### src/rtl/ecc_pkg.sv
package ecc_pkg;

    localparam int DATA_W = 32;

    // smallest number of Hamming check bits covering DATA_W data bits
    function automatic int hamming_bits(input int dw);
        int p;
        p = 0;
        while ((1 << p) < (dw + p + 1)) p++;
        return p;
    endfunction

    localparam int HAM_W  = hamming_bits(DATA_W);
    localparam int CODE_W = DATA_W + HAM_W + 1;

    function automatic logic is_pow2(input int x);
        return (x != 0) && ((x & (x - 1)) == 0);
    endfunction

    typedef enum logic {
        ST_IDLE  = 1'b0,
        ST_FETCH = 1'b1
    } ctl_state_e;

    typedef enum logic [1:0] {
        SZ_BYTE = 2'b00,
        SZ_HALF = 2'b01,
        SZ_WORD = 2'b10,
        SZ_WALT = 2'b11
    } rd_size_e;

endpackage

### src/rtl/ecc_encode.sv
module ecc_encode
    import ecc_pkg::*;
#(
    parameter int DW = DATA_W,
    parameter int PW = HAM_W,
    parameter int CW = CODE_W
) (
    input  logic [DW-1:0] data,
    output logic [CW-1:0] code
);

    always_comb begin
        logic [CW-1:0] c;
        int            d;
        logic          par;
        c = '0;
        d = 0;
        // spread data over the non power-of-two positions
        for (int pos = 1; pos < CW; pos++) begin
            if (!is_pow2(pos)) begin
                c[pos] = data[d];
                d++;
            end
        end
        // Hamming check bits at power-of-two positions
        for (int k = 0; k < PW; k++) begin
            par = 1'b0;
            for (int pos = 1; pos < CW; pos++) begin
                if (pos[k]) par = par ^ c[pos];
            end
            c[1 << k] = par;
        end
        // overall parity at position 0
        c[0] = ^c[CW-1:1];
        // invert two check bits so no valid word is all zeros or all ones
        c[1] = ~c[1];
        c[2] = ~c[2];
        code = c;
    end

endmodule

### src/rtl/ecc_decode.sv
module ecc_decode
    import ecc_pkg::*;
#(
    parameter int DW = DATA_W,
    parameter int PW = HAM_W,
    parameter int CW = CODE_W
) (
    input  logic [CW-1:0] code,
    output logic [DW-1:0] data,
    output logic          corrected,
    output logic          uncorrectable
);

    logic [CW-1:0] plain;
    logic [PW-1:0] syn;
    logic          par_odd;
    logic          stuck;
    logic          syn_in_range;
    logic [CW-1:0] fixed;

    always_comb begin
        plain    = code;
        plain[1] = ~code[1];
        plain[2] = ~code[2];
    end

    always_comb begin
        syn = '0;
        for (int k = 0; k < PW; k++) begin
            for (int pos = 1; pos < CW; pos++) begin
                if (pos[k]) syn[k] = syn[k] ^ plain[pos];
            end
        end
    end

    assign par_odd      = ^plain;
    assign stuck        = (code == '0) || (&code);
    assign syn_in_range = (int'(syn) < CW);

    always_comb begin
        fixed = plain;
        if (!stuck && par_odd && (syn != '0) && syn_in_range)
            fixed[int'(syn)] = ~plain[int'(syn)];
    end

    always_comb begin
        int d;
        d    = 0;
        data = '0;
        for (int pos = 1; pos < CW; pos++) begin
            if (!is_pow2(pos)) begin
                data[d] = fixed[pos];
                d++;
            end
        end
    end

    always_comb begin
        corrected     = 1'b0;
        uncorrectable = 1'b0;
        if (stuck) begin
            uncorrectable = 1'b1;
        end else if (par_odd) begin
            if (syn_in_range) corrected     = 1'b1;
            else              uncorrectable = 1'b1;
        end else if (syn != '0) begin
            uncorrectable = 1'b1;
        end
    end

    always_comb begin
        if (code == '0 || (&code))
            assert_stuck_flag_R7: assert (uncorrectable && !corrected);
    end

endmodule

### src/rtl/ecc_lane_sel.sv
module ecc_lane_sel
    import ecc_pkg::*;
#(
    parameter int DW = DATA_W
) (
    input  logic [DW-1:0] word,
    input  logic [1:0]    size,
    input  logic [1:0]    offset,
    output logic [DW-1:0] lane
);

    localparam int LANES = DW / 8;

    logic [7:0]  bytes [LANES];
    logic [15:0] halves[LANES/2];

    for (genvar g = 0; g < LANES; g++) begin : g_byte
        assign bytes[g] = word[8*g +: 8];
    end
    for (genvar h = 0; h < LANES/2; h++) begin : g_half
        assign halves[h] = word[16*h +: 16];
    end

    always_comb begin
        lane = '0;
        unique case (rd_size_e'(size))
            SZ_BYTE: lane[7:0]  = bytes[offset];
            SZ_HALF: lane[15:0] = halves[offset[1]];
            SZ_WORD,
            SZ_WALT: lane       = word;
        endcase
    end

endmodule

### src/rtl/ecc_ram_wrap.sv
module ecc_ram_wrap
    import ecc_pkg::*;
#(
    parameter int ADDR_W = 8
) (
    input  logic              clk,
    input  logic              rst_n,
    input  logic              req_valid,
    output logic              req_ready,
    input  logic              req_write,
    input  logic [ADDR_W-1:0] req_addr,
    input  logic [31:0]       req_wdata,
    input  logic [1:0]        req_size,
    input  logic [1:0]        req_offset,
    output logic              rsp_valid,
    output logic [31:0]       rsp_rdata,
    output logic              rsp_corrected,
    output logic              rsp_uncorrectable,
    output logic              mem_en,
    output logic              mem_we,
    output logic [ADDR_W-1:0] mem_addr,
    output logic [38:0]       mem_wdata,
    input  logic [38:0]       mem_rdata
);

    ctl_state_e          state_q, state_d;
    logic [1:0]          size_q;
    logic [1:0]          offset_q;
    logic [CODE_W-1:0]   enc_code;
    logic [DATA_W-1:0]   dec_data;
    logic                dec_corr;
    logic                dec_unc;
    logic [DATA_W-1:0]   lane_data;
    logic                rd_accept;

    ecc_encode u_enc (
        .data (req_wdata),
        .code (enc_code)
    );

    ecc_decode u_dec (
        .code          (mem_rdata),
        .data          (dec_data),
        .corrected     (dec_corr),
        .uncorrectable (dec_unc)
    );

    ecc_lane_sel u_lane (
        .word   (dec_data),
        .size   (size_q),
        .offset (offset_q),
        .lane   (lane_data)
    );

    // next state and RAM-side controls
    always_comb begin
        state_d   = state_q;
        req_ready = (state_q == ST_IDLE);
        mem_en    = 1'b0;
        mem_we    = 1'b0;
        mem_addr  = req_addr;
        mem_wdata = enc_code;
        rd_accept = 1'b0;
        unique case (state_q)
            ST_IDLE: begin
                if (req_valid) begin
                    mem_en = 1'b1;
                    mem_we = req_write;
                    if (!req_write) begin   // IDLE_READ
                        rd_accept = 1'b1;
                        state_d   = ST_FETCH;
                    end                     // IDLE_WRITE otherwise
                end
            end
            ST_FETCH: state_d = ST_IDLE;    // FETCH_DONE
        endcase
    end

    // state register
    always_ff @(posedge clk or negedge rst_n) begin
        if (!rst_n) state_q <= ST_IDLE;
        else        state_q <= state_d;
    end

    // registered outputs and captured read shape
    always_ff @(posedge clk or negedge rst_n) begin
        if (!rst_n) begin
            size_q            <= '0;
            offset_q          <= '0;
            rsp_valid         <= 1'b0;
            rsp_rdata         <= '0;
            rsp_corrected     <= 1'b0;
            rsp_uncorrectable <= 1'b0;
        end else begin
            if (rd_accept) begin
                size_q   <= req_size;
                offset_q <= req_offset;
            end
            rsp_valid <= (state_q == ST_FETCH);
            if (state_q == ST_FETCH) begin
                rsp_rdata         <= lane_data;
                rsp_corrected     <= dec_corr;
                rsp_uncorrectable <= dec_unc;
            end
        end
    end

    assert_read_latency_R3: assert property (@(posedge clk) disable iff (!rst_n)
        (req_valid && req_ready && !req_write) |-> ##2 rsp_valid);

    assert_read_busy_R3: assert property (@(posedge clk) disable iff (!rst_n)
        (req_valid && req_ready && !req_write) |=> !req_ready);

    assert_rsp_pulse_R3: assert property (@(posedge clk) disable iff (!rst_n)
        rsp_valid |=> !rsp_valid);

    assert_write_no_rsp_R2: assert property (@(posedge clk) disable iff (!rst_n)
        (req_valid && req_ready && req_write) |=> (!rsp_valid && req_ready));

    assert_busy_no_mem_R13: assert property (@(posedge clk) disable iff (!rst_n)
        !req_ready |-> !mem_en);

    assert_flags_exclusive_R6: assert property (@(posedge clk) disable iff (!rst_n)
        rsp_valid |-> !(rsp_corrected && rsp_uncorrectable));

    assert_no_stuck_write_R8: assert property (@(posedge clk) disable iff (!rst_n)
        (mem_en && mem_we) |-> (mem_wdata != '0 && mem_wdata != '1));

endmodule

### config.mk
export PLATFORM = sky130hd
export DESIGN_NAME = ecc_ram_wrap
export DESIGN_NICKNAME = d
export VERILOG_FILES = /design/src/rtl/ecc_pkg.sv /design/src/rtl/ecc_encode.sv /design/src/rtl/ecc_decode.sv /design/src/rtl/ecc_lane_sel.sv /design/src/rtl/ecc_ram_wrap.sv
export SDC_FILE = /design/constraint.sdc
export NUM_CORES = 1
export LEC_CHECK = 0
export BUFFER_PORTS_ARGS = -buffer_cell sky130_fd_sc_hd__buf_2
export CAP_MARGIN = 40
export CORE_MARGIN = 4
export CORE_UTILIZATION = 57
export CTS_BUF_LIST = sky130_fd_sc_hd__clkbuf_16
export CTS_CLUSTER_DIAMETER = 50
export DETAILED_ROUTE_END_ITERATION = 16
export PLACE_DENSITY_LB_ADDON = 0.12
export SLEW_MARGIN = 10
export SYNTH_ARGS = -nofsm -noshare
export SYNTH_HDL_FRONTEND = slang
export SYNTH_SLANG_ARGS = --single-unit
### constraint.sdc
create_clock -name clk -period 2.7 [get_ports clk]
set_input_delay 0.135 -clock clk [delete_from_list [all_inputs] [get_ports clk]]
set_output_delay 0.135 -clock clk [all_outputs]
set_load 0.05 [all_outputs]
==> results.json, run 1 <==
{
  "port_buffers": 155,
  "status": "stopped before the end",
  "cts_max_level": 2,
  "grt_max_degree": 34,
  "haltStage": "global routing (5_1_grt)",
  "synth_xor_area_share_pct": 27.6,
  "ys_seq_elements": 40,
  "place_congestion": 1.08,
  "muxShareOfSynthArea_pct": 5.76,
  "syn-cell-area_sq_um": 5520,
  "cts.sinks": 40,
  "synth_top_family_by_area": "XOR/XNOR gates",
  "synth_fa_ha_area_share_pct": 8.80,
  "die_h_microns": 106,
  "synth-compound-area-share_pct": 16.4,
  "ctsLongestPathBuffers": 2,
  "syn_inst": 623,
  "die_width_microns": 106,
  "async_flop_share_pct": 100,
  "error_line": "[ERROR GRT-0232] Routing congestion too high. Check the congestion heatmap in the GUI.",
  "cts_made_buffers": 5,
  "start_util_pct": 59.1,
  "synth_warnings": 0,
  "root_buffer": "clkbuf_16",
  "synthFlopType": "dfrtp_1",
  "hpwl_microns": 19200,
  "track_usage_pct": 72.4,
  "avgSynthCellArea_sq_um": 8.85,
  "synth_edf_count": 0,
  "synth_simple_gate_area_share_pct": 13.0,
  "overflow": 91,
  "synth_seq_area_share_pct": 18.1,
  "fp-row-count": 35,
  "dp.cells": 1027,
  "ioPinCount": 172,
  "synth_fp_nets": 748,
  "synth.distinct_cells": 72
}
through the flow:
step	hold slack, ns	setup slack (ns)	area, sq um
floorplan	-0.161	-0.192	5980
global placement	0.270	-0.956	7860
detailed placement	-0.00326	-0.943	7880
CTS	0.0819	-0.366	8920
synth_stat cells (all sizes together) (3+ instances only):
library cell,n,area [sq um]
xor2,24,218
nand4,12,75.1
o221ai,10,87.6
nand3,18,95.1
a22oi,6,45.0
or2,4,25.0
o2bb2ai,14,123
nor2,34,154
buf,49,350
o21ai,8,40.0
a21oi,14,70.1
a32oi,3,26.3
nor4,3,18.8
inv,42,158
or3,5,31.3
nor2b,4,25.0
o311ai,5,43.8
and2,3,18.8
a211oi,4,47.5
a21o,3,22.5
mux2,6,67.6
nor3,13,65.1
nand2,46,173
mux2i,25,250
a31oi,9,56.3
a311oi,4,35.0
o22ai,4,25.0
a22o,3,26.3
dfrtp,40,1000
o2111ai,3,26.3
clkbuf,15,56.3
xnor2,105,983
xnor3,14,320
o32a,5,50.1
ha,38,475
o211ai,7,52.6
layer usage:
layer / GRT overflow / track usage [%]
met1: 0 / 71.5
met2: 54 / 93.0
met3: 0 / 51.2
met4: 37 / 77.7
met5: 0 / 7.62
what timing repair did:
item	CTS
pin swaps	42
buffers inserted	26
gates resized for setup	122
endpoints found under the hold margin	40
endpoints found under the setup margin	32
hold buffers	1
gates cloned	0
cell families after synthesis:
family / after synthesis
flip-flops: 40
adder cells (fa/ha/maj): 39
buffers and inverters: 107
AND/OR/NAND/NOR: 147
AO/OA/AOI/OAI: 116
XOR/XNOR: 143
multiplexers: 31
==> inputs of run 2 (changes only) <==
CORE_UTILIZATION = 40   (was 57)
CTS_BUF_LIST = not set   (was sky130_fd_sc_hd__clkbuf_16)
CTS_CLUSTER_DIAMETER = not set   (was 50)
PLACE_DENSITY_LB_ADDON = 0.15   (was 0.12)
==> results.json, run 2 <==
{
  "drc_errors": 0,
  "cts_made_buffers": 5,
  "syn2layout_area_growth_pct": 80.2,
  "overflow": 0,
  "cp_top_family": "XOR/XNOR gates",
  "critPathMaxFanout": 6,
  "hp-class": "input port to flip-flop",
  "drt-wirelength-per-cell_microns": 21.1,
  "start_kind": "input port",
  "root_buffer": "clkbuf_16",
  "fp-row-count": 42,
  "criticalPathCategory": "input port to flip-flop",
  "nFillCells": 968,
  "port_buffers": 155,
  "synth_edf_count": 0,
  "cpPeakStageDelay_ns": 0.48,
  "diodes": 0,
  "avgSynthCellArea_sq_um": 8.85,
  "die_h_microns": 125,
  "synth_top_family_by_area": "XOR/XNOR gates",
  "synth.distinct_cells": 72,
  "clk_latency_ns": 0.29,
  "relSlewSlack_pct": 51.0,
  "syn_inst": 623,
  "final_core_util_pct": 74.5,
  "fmax_ghz": 0.321,
  "hold_ws_ns": 0.0741,
  "tightest_slew_ns": 0.733,
  "synthFlopType": "dfrtp_1",
  "status": "complete, but fails checks",
  "yosysTopAreaCellShare_pct": 18.1,
  "setup_tns_ns": -7.73,
  "rrSetupSlack_ns": 0.58,
  "cts_tree": "yes",
  "track_usage_pct": 29.8,
  "nets": 1129,
  "yosys.cell_count.top_type": "xnor2_1",
  "rsz0062_at_grt": "true",
  "start_util_pct": 41.3,
  "finClkSkew_ns": 0.00707,
  "dr.pass1.iters": 5,
  "final.period_utilization_pct": 115,
  "fin_ws_ns": -0.415,
  "ioPinCount": 172,
  "seqCellArea_sq_um": 1000,
  "synth_fp_nets": 748,
  "maxSlewViolCount": 0,
  "synth_xor_area_share_pct": 27.6,
  "hold_viol": 0,
  "multi_input_area_sq_um": 5140,
  "synth_warnings": 0,
  "critPathSlowestCell": "xnor3_2",
  "first_iter_violations": 385,
  "grt_max_degree": 27,
  "powerDensity_nw_per_um2": 1230,
  "drive_gt1_share_pct": 61.7,
  "async_flop_share_pct": 100,
  "cp.required_ns": 2.92,
  "final.min_clock_period_ns": 3.11,
  "power_leakage_nw": 4.59,
  "ir_drop_mv": 0.639,
  "synth_top_area_cell": "dfrtp_1",
  "synth_fa_ha_area_share_pct": 8.80,
  "vias_per_cell": 5.42,
  "violations": "negative setup slack",
  "grt_pass1_vias": 6556,
  "antenna_found_initial": 0,
  "clk_pin_slew_ns": 0.07,
  "worst_ep_arrival_time_ns": 3.33,
  "finalSetupViolations": 32,
  "synth_simple_gate_area_share_pct": 13.0,
  "layout_common_cells": "buf_4 (235), buf_2 (144), xnor2_1 (79), buf_6 (49), dfrtp_1 (40)",
  "hpwl_microns": 19500,
  "ys_seq_elements": 40,
  "synth_seq_area_share_pct": 18.1,
  "final_common_cell": "buf_4",
  "synth-compound-area-share_pct": 16.4,
  "cts.sinks": 40,
  "die_width_microns": 125,
  "yosys-top-cells-area": "dfrtp_1 (18%), xnor2_1 (16%), ha_1 (8.6%)",
  "path_buf_inv": 3,
  "crit_chain": "buf_8, buf_6, xnor2_4, xnor3_2, xnor2_4, xnor3_2, buf_4, mux2i_1, a22oi_2, a211oi_4, nor2_4, or4b_1, a31oi_1",
  "place_congestion": 0.971,
  "ant_nets": 0,
  "critPathCaptureType": "flip-flop",
  "ctsLongestPathBuffers": 2,
  "muxShareOfSynthArea_pct": 5.76,
  "syn-cell-area_sq_um": 5520,
  "synthTopCellsByCount": "xnor2_1 (98), nand2_1 (46), inv_1 (42), buf_4 (40), dfrtp_1 (40)",
  "largest_reg_flops": 32,
  "drt-total-wl_microns": 25000,
  "dieArea_sq_um": 15700,
  "max_cap_violations": 0,
  "vias": 6404,
  "largest_registers": "rsp_rdata: 32 flops, offset_q: 2 flops, size_q: 2 flops",
  "core_area_sq_um": 13300,
  "top_register": "rsp_rdata",
  "grt_pass1_wl_microns": 37000,
  "cts_max_level": 2
}
[run 2: final timing paths]
path	from	endpoint	cells past startpoint
worst max-delay path	mem_rdata[29]	rsp_rdata[3]	13
worst min-delay path	req_size[1]	size_q[1]	2
worst max register to register	size_q[0]	rsp_rdata[7]	9
worst min register to register	rsp_rdata[20]	rsp_rdata[20]	1
max in group asynchronous	rst_n	rsp_rdata[9]	3
min in group asynchronous	rst_n	rsp_rdata[26]	2
[run 2: metrics by stage]
step           worst slack (ns)  area (sq um)  std cells  total power, W
2_1_floorplan            -0.192          5980        623         0.00537
3_3_place_gp             -0.969          8130       1105         0.00829
3_5_place_dp             -0.951          8160       1106         0.00832
4_1_cts                  -0.366          9350       1156          0.0109
5_1_grt                  -0.540          9940       1181          0.0127
6_report                 -0.415          9940       1181          0.0122
[run 2: repair_timing]
| item | in CTS | in global routing |
|---|---|---|
| hold buffers | 1 | 0 |
| gates resized for setup | 126 | 81 |
| pin swaps | 57 | 55 |
| hold endpoints to repair | 17 | 0 |
| buffers inserted | 43 | 28 |
| endpoints found under the setup margin | 32 | 33 |
[run 2: logic make-up after synthesis]
logic type / count (synthesis)
adders and majority gates: 39
buffers and inverters: 107
xor gates and xnor gates: 143
DFF: 40
and+or+nand+nor: 147
muxes: 31
AOI/OAI and AO/OA: 116
[run 2: worst register-to-register path: cells and delay by family (launching register included)]
kind | cells | cell delay [ns]
buffers and inverters | 2 | 0.38
AND/OR/NAND/NOR | 1 | 0.20
flip-flops | 1 | 0.42
AO/OA/AOI/OAI | 6 | 1.00
[run 2: metal layers]
metal  vias up  GRT usage [%]  wire length (microns)
li1       2936              -                      -
met1      3059           40.7                  10500
met2       341           47.9                  11700
met3        68           5.33                   1990
met4         0           9.25                    835
met5         -              0                      0
[run 2: report_power, final]
part | internal [W] | switching [W]
Sequential | 0.000734 | 0.0000933
Clock | 0.000440 | 0.000264
Combinational | 0.00489 | 0.00576
Total | 0.00606 | 0.00612
[run 2: final cells by class]
class	count	share of cell area [%]
Sequential cell	40	10.1
Timing Repair Buffer	438	32.2
Clock inverter	3	0.466
Tap cell	176	2.22
Inverter	43	2.08
Clock buffer	5	1.26
Multi-Input combinational cell	476	51.7
No activity file was read; power rests on OpenSTA's default activity.
==> inputs of run 3 (changes only) <==
clock period = 3.3 ns   (was 2.7 ns; I/O delays follow)
==> results.json, run 3 (synthesized netlist as in run 2, its figures left out) <==
{
  "max_cap_violations": 0,
  "relSlewSlack_pct": 44.2,
  "die_h_microns": 125,
  "finClkSkew_ns": 0.00603,
  "postLayoutCellArea_sq_um": 8000,
  "first_iter_violations": 404,
  "seqPwrFrac_pct": 8.9,
  "largest_reg_flops": 32,
  "ctsLongestPathBuffers": 2,
  "final_common_cell": "buf_4",
  "fmax_ghz": 0.311,
  "worstRegToRegCells": 7,
  "final.min_clock_period_ns": 3.22,
  "top_register": "rsp_rdata",
  "tightest_slew_ns": 0.835,
  "power_leakage_nw": 3.88,
  "hpwl_microns": 19200,
  "dieArea_sq_um": 15700,
  "drive_gt1_share_pct": 44.6,
  "clk_latency_ns": 0.29,
  "drc_errors": 0,
  "criticalPathCategory": "input port to flip-flop",
  "die_width_microns": 125,
  "clk_pin_slew_ns": 0.06,
  "start_util_pct": 41.3,
  "antenna_found_initial": 0,
  "start_kind": "input port",
  "combPwrFrac_pct": 81.7,
  "nets": 1034,
  "core_area_sq_um": 13300,
  "place_congestion": 1.00,
  "switching_share_pct": 51.0,
  "overflow": 0,
  "dpl_cell_area_sq_um": 7500,
  "grt_max_degree": 32,
  "ir_drop_mv": 0.742,
  "cts_tree": "yes",
  "track_usage_pct": 27.8,
  "hold_ws_ns": 0.109,
  "drt-total-wl_microns": 22600,
  "worst_ep_arrival_time_ns": 3.39,
  "vias": 5779,
  "grt_pass1_vias": 6038,
  "maxSlewViolCount": 0,
  "finalSetupViolations": 0,
  "drt-wirelength-per-cell_microns": 20.8,
  "layout_common_cells": "buf_4 (183), buf_2 (155), xnor2_1 (92), nand2_1 (46), inv_1 (42)",
  "hold_viol": 0,
  "pwr-share-clk_pct": 9.4,
  "cts_made_buffers": 5,
  "diodes": 0,
  "ant_nets": 0,
  "dr.pass1.iters": 5,
  "ioPinCount": 172,
  "grt_pass1_wl_microns": 34300,
  "fp-row-count": 42,
  "power_switching_w": 0.00387,
  "status": "finished, final reports clean",
  "vias_per_cell": 5.32,
  "hp-class": "input port to flip-flop",
  "cp.required_ns": 3.47,
  "finalPower_w": 0.00759,
  "hold_depth": 2,
  "final.period_utilization_pct": 97.6,
  "rsz0062_at_grt": "true",
  "port_buffers": 155,
  "syn2layout_area_growth_pct": 44.9,
  "critPathCaptureType": "flip-flop",
  "powerDensity_nw_per_um2": 949,
  "cts.sinks": 40,
  "root_buffer": "clkbuf_16",
  "critPathMaxFanout": 7,
  "largest_registers": "rsp_rdata: 32 flops, offset_q: 2 flops, size_q: 2 flops",
  "p_int_w": 0.00371,
  "cts_max_level": 2
}
run 3: changes by cell type in the layout (fill, tap and decap cells not counted), sizes merged:
| cell | change |
|---|---|
| bufinv | +2 |
| clkbuf | -1 |
| buf | -94 |
| inv | -1 |
| clkinvlp | -1 |
run 3: routing by layer:
layer | part of all wire (%) | up-vias | GRT usage (%) | routed length (microns)
li1 | - | 2740 | - | -
met5 | 0 | - | 0 | 0
met3 | 4.7 | 37 | 3.20 | 1070
met2 | 49 | 203 | 48.8 | 11100
met4 | 2.8 | 0 | 7.72 | 640
met1 | 43 | 2799 | 36.0 | 9780
run 3: layout make-up:
cell class,instances,area (sq um)
repair buffers,343,2230
flip-flops and latches,40,1000
well taps,176,220
clock inverters,3,90.1
clock buffers,5,125
inverters,43,161
multi-input cells,476,4170
fillers,1195,5350
run 3: through the flow:
stage          setup WS (ns)  std cells  setup TNS [ns]  utilization [%]
3_3_place_gp          -0.467       1069           -7.43             56.1
5_1_grt              -0.0421       1086          -0.131             59.9
3_5_place_dp          -0.436       1070           -8.03             56.2
2_1_floorplan         0.0492        623               0                -
4_1_cts               0.0192       1081               0             58.2
6_report              0.0805       1086               0             59.9
run 3: power by group through the flow:
stage	Clock, W	Sequential [W]	Combinational [W]
final	0.000713	0.000677	0.00620
after CTS	0.000721	0.000676	0.00584
after floorplan	0	0.00102	0.00304
after global placement	0	0.000679	0.00574
after detailed placement	0	0.000682	0.00574
after global routing	0.000740	0.000690	0.00654
run 3: worst paths after layout:
kind / start / endpoint / slack (ns)
max in group asynchronous: rst_n / rsp_rdata[19] / 2.56
max: mem_rdata[22] / rsp_rdata[4] / 0.08
min in group asynchronous: rst_n / rsp_valid / 0.28
max reg2reg: offset_q[0] / rsp_rdata[5] / 0.95
min reg2reg: rsp_rdata[29] / rsp_rdata[29] / 0.49
min: req_size[0] / size_q[0] / 0.11
run 3: critical path, cell delays in order:
cell	delay, ns
buf_2	0.11
inv_1	0.14
ha_1	0.29
xnor2_2	0.16
xnor2_1	0.13
buf_4	0.14
xnor3_1	0.36
xnor2_2	0.28
nand3_4	0.19
a211oi_4	0.38
nand3_2	0.13
mux2i_2	0.27
a2bb2o_1	0.30
o32a_1	0.32
run 3: what timing repair did:
action                     in CTS  in global routing
cloned                          0                  0
setup endpoints to repair      14                 20
setup buffers                   2                  5
gates resized for setup         4                 35
hold endpoints to repair        9                  0
hold buffers                    1                  0
pin swaps                       0                 17
==> inputs of run 4 (changes only) <==
CAP_MARGIN = 25   (was 40)
CTS_BUF_LIST = sky130_fd_sc_hd__clkbuf_8 sky130_fd_sc_hd__clkbuf_16   (was not set)
GPL_ROUTABILITY_DRIVEN = 0   (was not set)
==> results.json, run 4 (synthesized netlist as in run 2, its figures left out) <==
{
  "status": "finished, final reports clean",
  "fmax_ghz": 0.309,
  "hold_ws_ns": 0.00365,
  "overflow": 0,
  "dr.pass1.iters": 5,
  "finClkSkew_ns": 0.00394,
  "dpl_cell_area_sq_um": 7280,
  "ctsLongestPathBuffers": 2,
  "ioPinCount": 172,
  "powerDensity_nw_per_um2": 932,
  "busiest_layer": "met2",
  "path_common_cell": "buf_4",
  "cts_made_buffers": 5,
  "hold_viol": 0,
  "finalSetupViolations": 0,
  "nets": 1003,
  "power_leakage_nw": 3.67,
  "grt_pass1_vias": 5912,
  "diodes": 0,
  "grtUsageMet2_pct": 41.2,
  "pwr-share-clk_pct": 7.6,
  "p_int_w": 0.00335,
  "switching_share_pct": 52.3,
  "drt-wirelength-per-cell_microns": 19.6,
  "start_kind": "input port",
  "first_iter_violations": 479,
  "fp-row-count": 42,
  "met1_usage_pct": 33.5,
  "use_met3_pct": 3.37,
  "drive_gt1_share_pct": 40.7,
  "ir_drop_mv": 0.551,
  "drt-total-wl_microns": 20700,
  "track_usage_pct": 25.2,
  "grt_max_degree": 41,
  "cp_top_family": "XOR/XNOR gates",
  "critPathCaptureType": "flip-flop",
  "syn2layout_area_growth_pct": 36.8,
  "ant_nets": 0,
  "path_buf_inv": 3,
  "nFillCells": 1258,
  "multi_input_area_sq_um": 4040,
  "largest_registers": "rsp_rdata: 32 flops, offset_q: 2 flops, size_q: 2 flops",
  "hp-class": "input port to asynchronous set/reset pin",
  "critPathMaxFanout": 5,
  "die_h_microns": 125,
  "final.period_utilization_pct": 98.0,
  "vias": 5791,
  "cts_max_level": 2,
  "critPathSlowestCell": "xnor3_2",
  "port_buffers": 155,
  "final_core_util_pct": 56.5,
  "crit_chain": "buf_2, buf_4, xnor3_1, xnor3_2, xnor2_4, xnor2_2, nor2_2, o21ai_1, buf_4, o311a_1, a211o_1, o32a_1",
  "worst_ep_arrival_time_ns": 3.40,
  "hpwl_microns": 17400,
  "final.min_clock_period_ns": 3.23,
  "core_area_sq_um": 13300,
  "postLayoutCellArea_sq_um": 7550,
  "grt_pass1_wl_microns": 31800,
  "power_switching_w": 0.00368,
  "cts_tree": "yes",
  "start_util_pct": 41.3,
  "tightest_slew_ns": 0.936,
  "relSlewSlack_pct": 37.6,
  "maxSlewViolCount": 0,
  "cts.sinks": 40,
  "cp.required_ns": 3.47,
  "seqPwrFrac_pct": 9.7,
  "criticalPathCategory": "input port to flip-flop",
  "seqCellArea_sq_um": 1000,
  "antenna_found_initial": 0,
  "cpPeakStageDelay_ns": 0.52,
  "drc_errors": 0,
  "clk_pin_slew_ns": 0.06,
  "dieArea_sq_um": 15700,
  "clk_latency_ns": 0.28,
  "vias_per_cell": 5.49,
  "layout_common_cells": "buf_4 (156), buf_2 (155), xnor2_1 (96), nand2_1 (46), inv_1 (43)",
  "die_width_microns": 125,
  "largest_reg_flops": 32,
  "top_register": "rsp_rdata",
  "final_common_cell": "buf_4",
  "combPwrFrac_pct": 82.7,
  "root_buffer": "clkbuf_16",
  "max_cap_violations": 0
}
run 4: routing by layer:
metal  vias to the layer above  share of wire [%]
li1                       2667                  -
met1                      2750                 42
met2                       312                 46
met3                        62                7.5
met4                         0                3.8
met5                         -                  0
run 4: what timing repair did:
action | CTS | global route
hold buffers | 0 | 0
buffers inserted | 0 | 2
resized for setup | 2 | 16
setup endpoints to repair | 3 | 13
pin swaps | 0 | 6
run 4: power groups by stage:
stage               logic [W]  registers (W)  clock network, W
floorplan             0.00304        0.00102                 0
global placement      0.00553       0.000681                 0
detailed placement    0.00557       0.000683                 0
CTS                   0.00562       0.000679          0.000551
global route          0.00611       0.000691          0.000570
finish                0.00582       0.000680          0.000537
run 4: layout make-up:
type / count / area share (%)
inverter: 43 / 2.14
sequential: 40 / 13.3
clock buffer: 5 / 1.66
clock inverter: 3 / 0.514
tap: 176 / 2.92
timing repair buffer: 312 / 25.9
multi-input combinational: 476 / 53.6
run 4: path summary, 6_finish.rpt:
kind	cells past startpoint	slack, ns	end	from
setup / recovery	12	0.07	rsp_rdata[0]	mem_rdata[18]
hold / removal	1	0.004	rsp_rdata[6]	rst_n
setup reg to reg	7	1.01	rsp_rdata[6]	offset_q[0]
hold reg to reg	1	0.48	rsp_rdata[29]	rsp_rdata[29]
max in group asynchronous	1	2.75	rsp_rdata[18]	rst_n
min in group clk	2	0.12	offset_q[0]	req_offset[0]
run 4: worst register-to-register path, cell delays in order, from the launching register on:
cell and delay, ns:
dfrtp_1 0.38, nor2b_1 0.16, o21bai_1 0.62, inv_1 0.22
o311ai_1 0.40, a31oi_1 0.08, o221ai_1 0.17, o32a_1 0.20
run 4: stage by stage:
step / setup slack [ns] / TNS (ns) / instances / power [W]
after floorplan: 0.0492 / 0 / 623 / 0.00407
after global placement: -0.411 / -4.43 / 1045 / 0.00621
after detailed placement: -0.373 / -4.59 / 1045 / 0.00626
after CTS: 0.0563 / 0 / 1053 / 0.00685
after global routing: -0.00402 / -0.00613 / 1055 / 0.00737
final: 0.0676 / 0 / 1055 / 0.00703
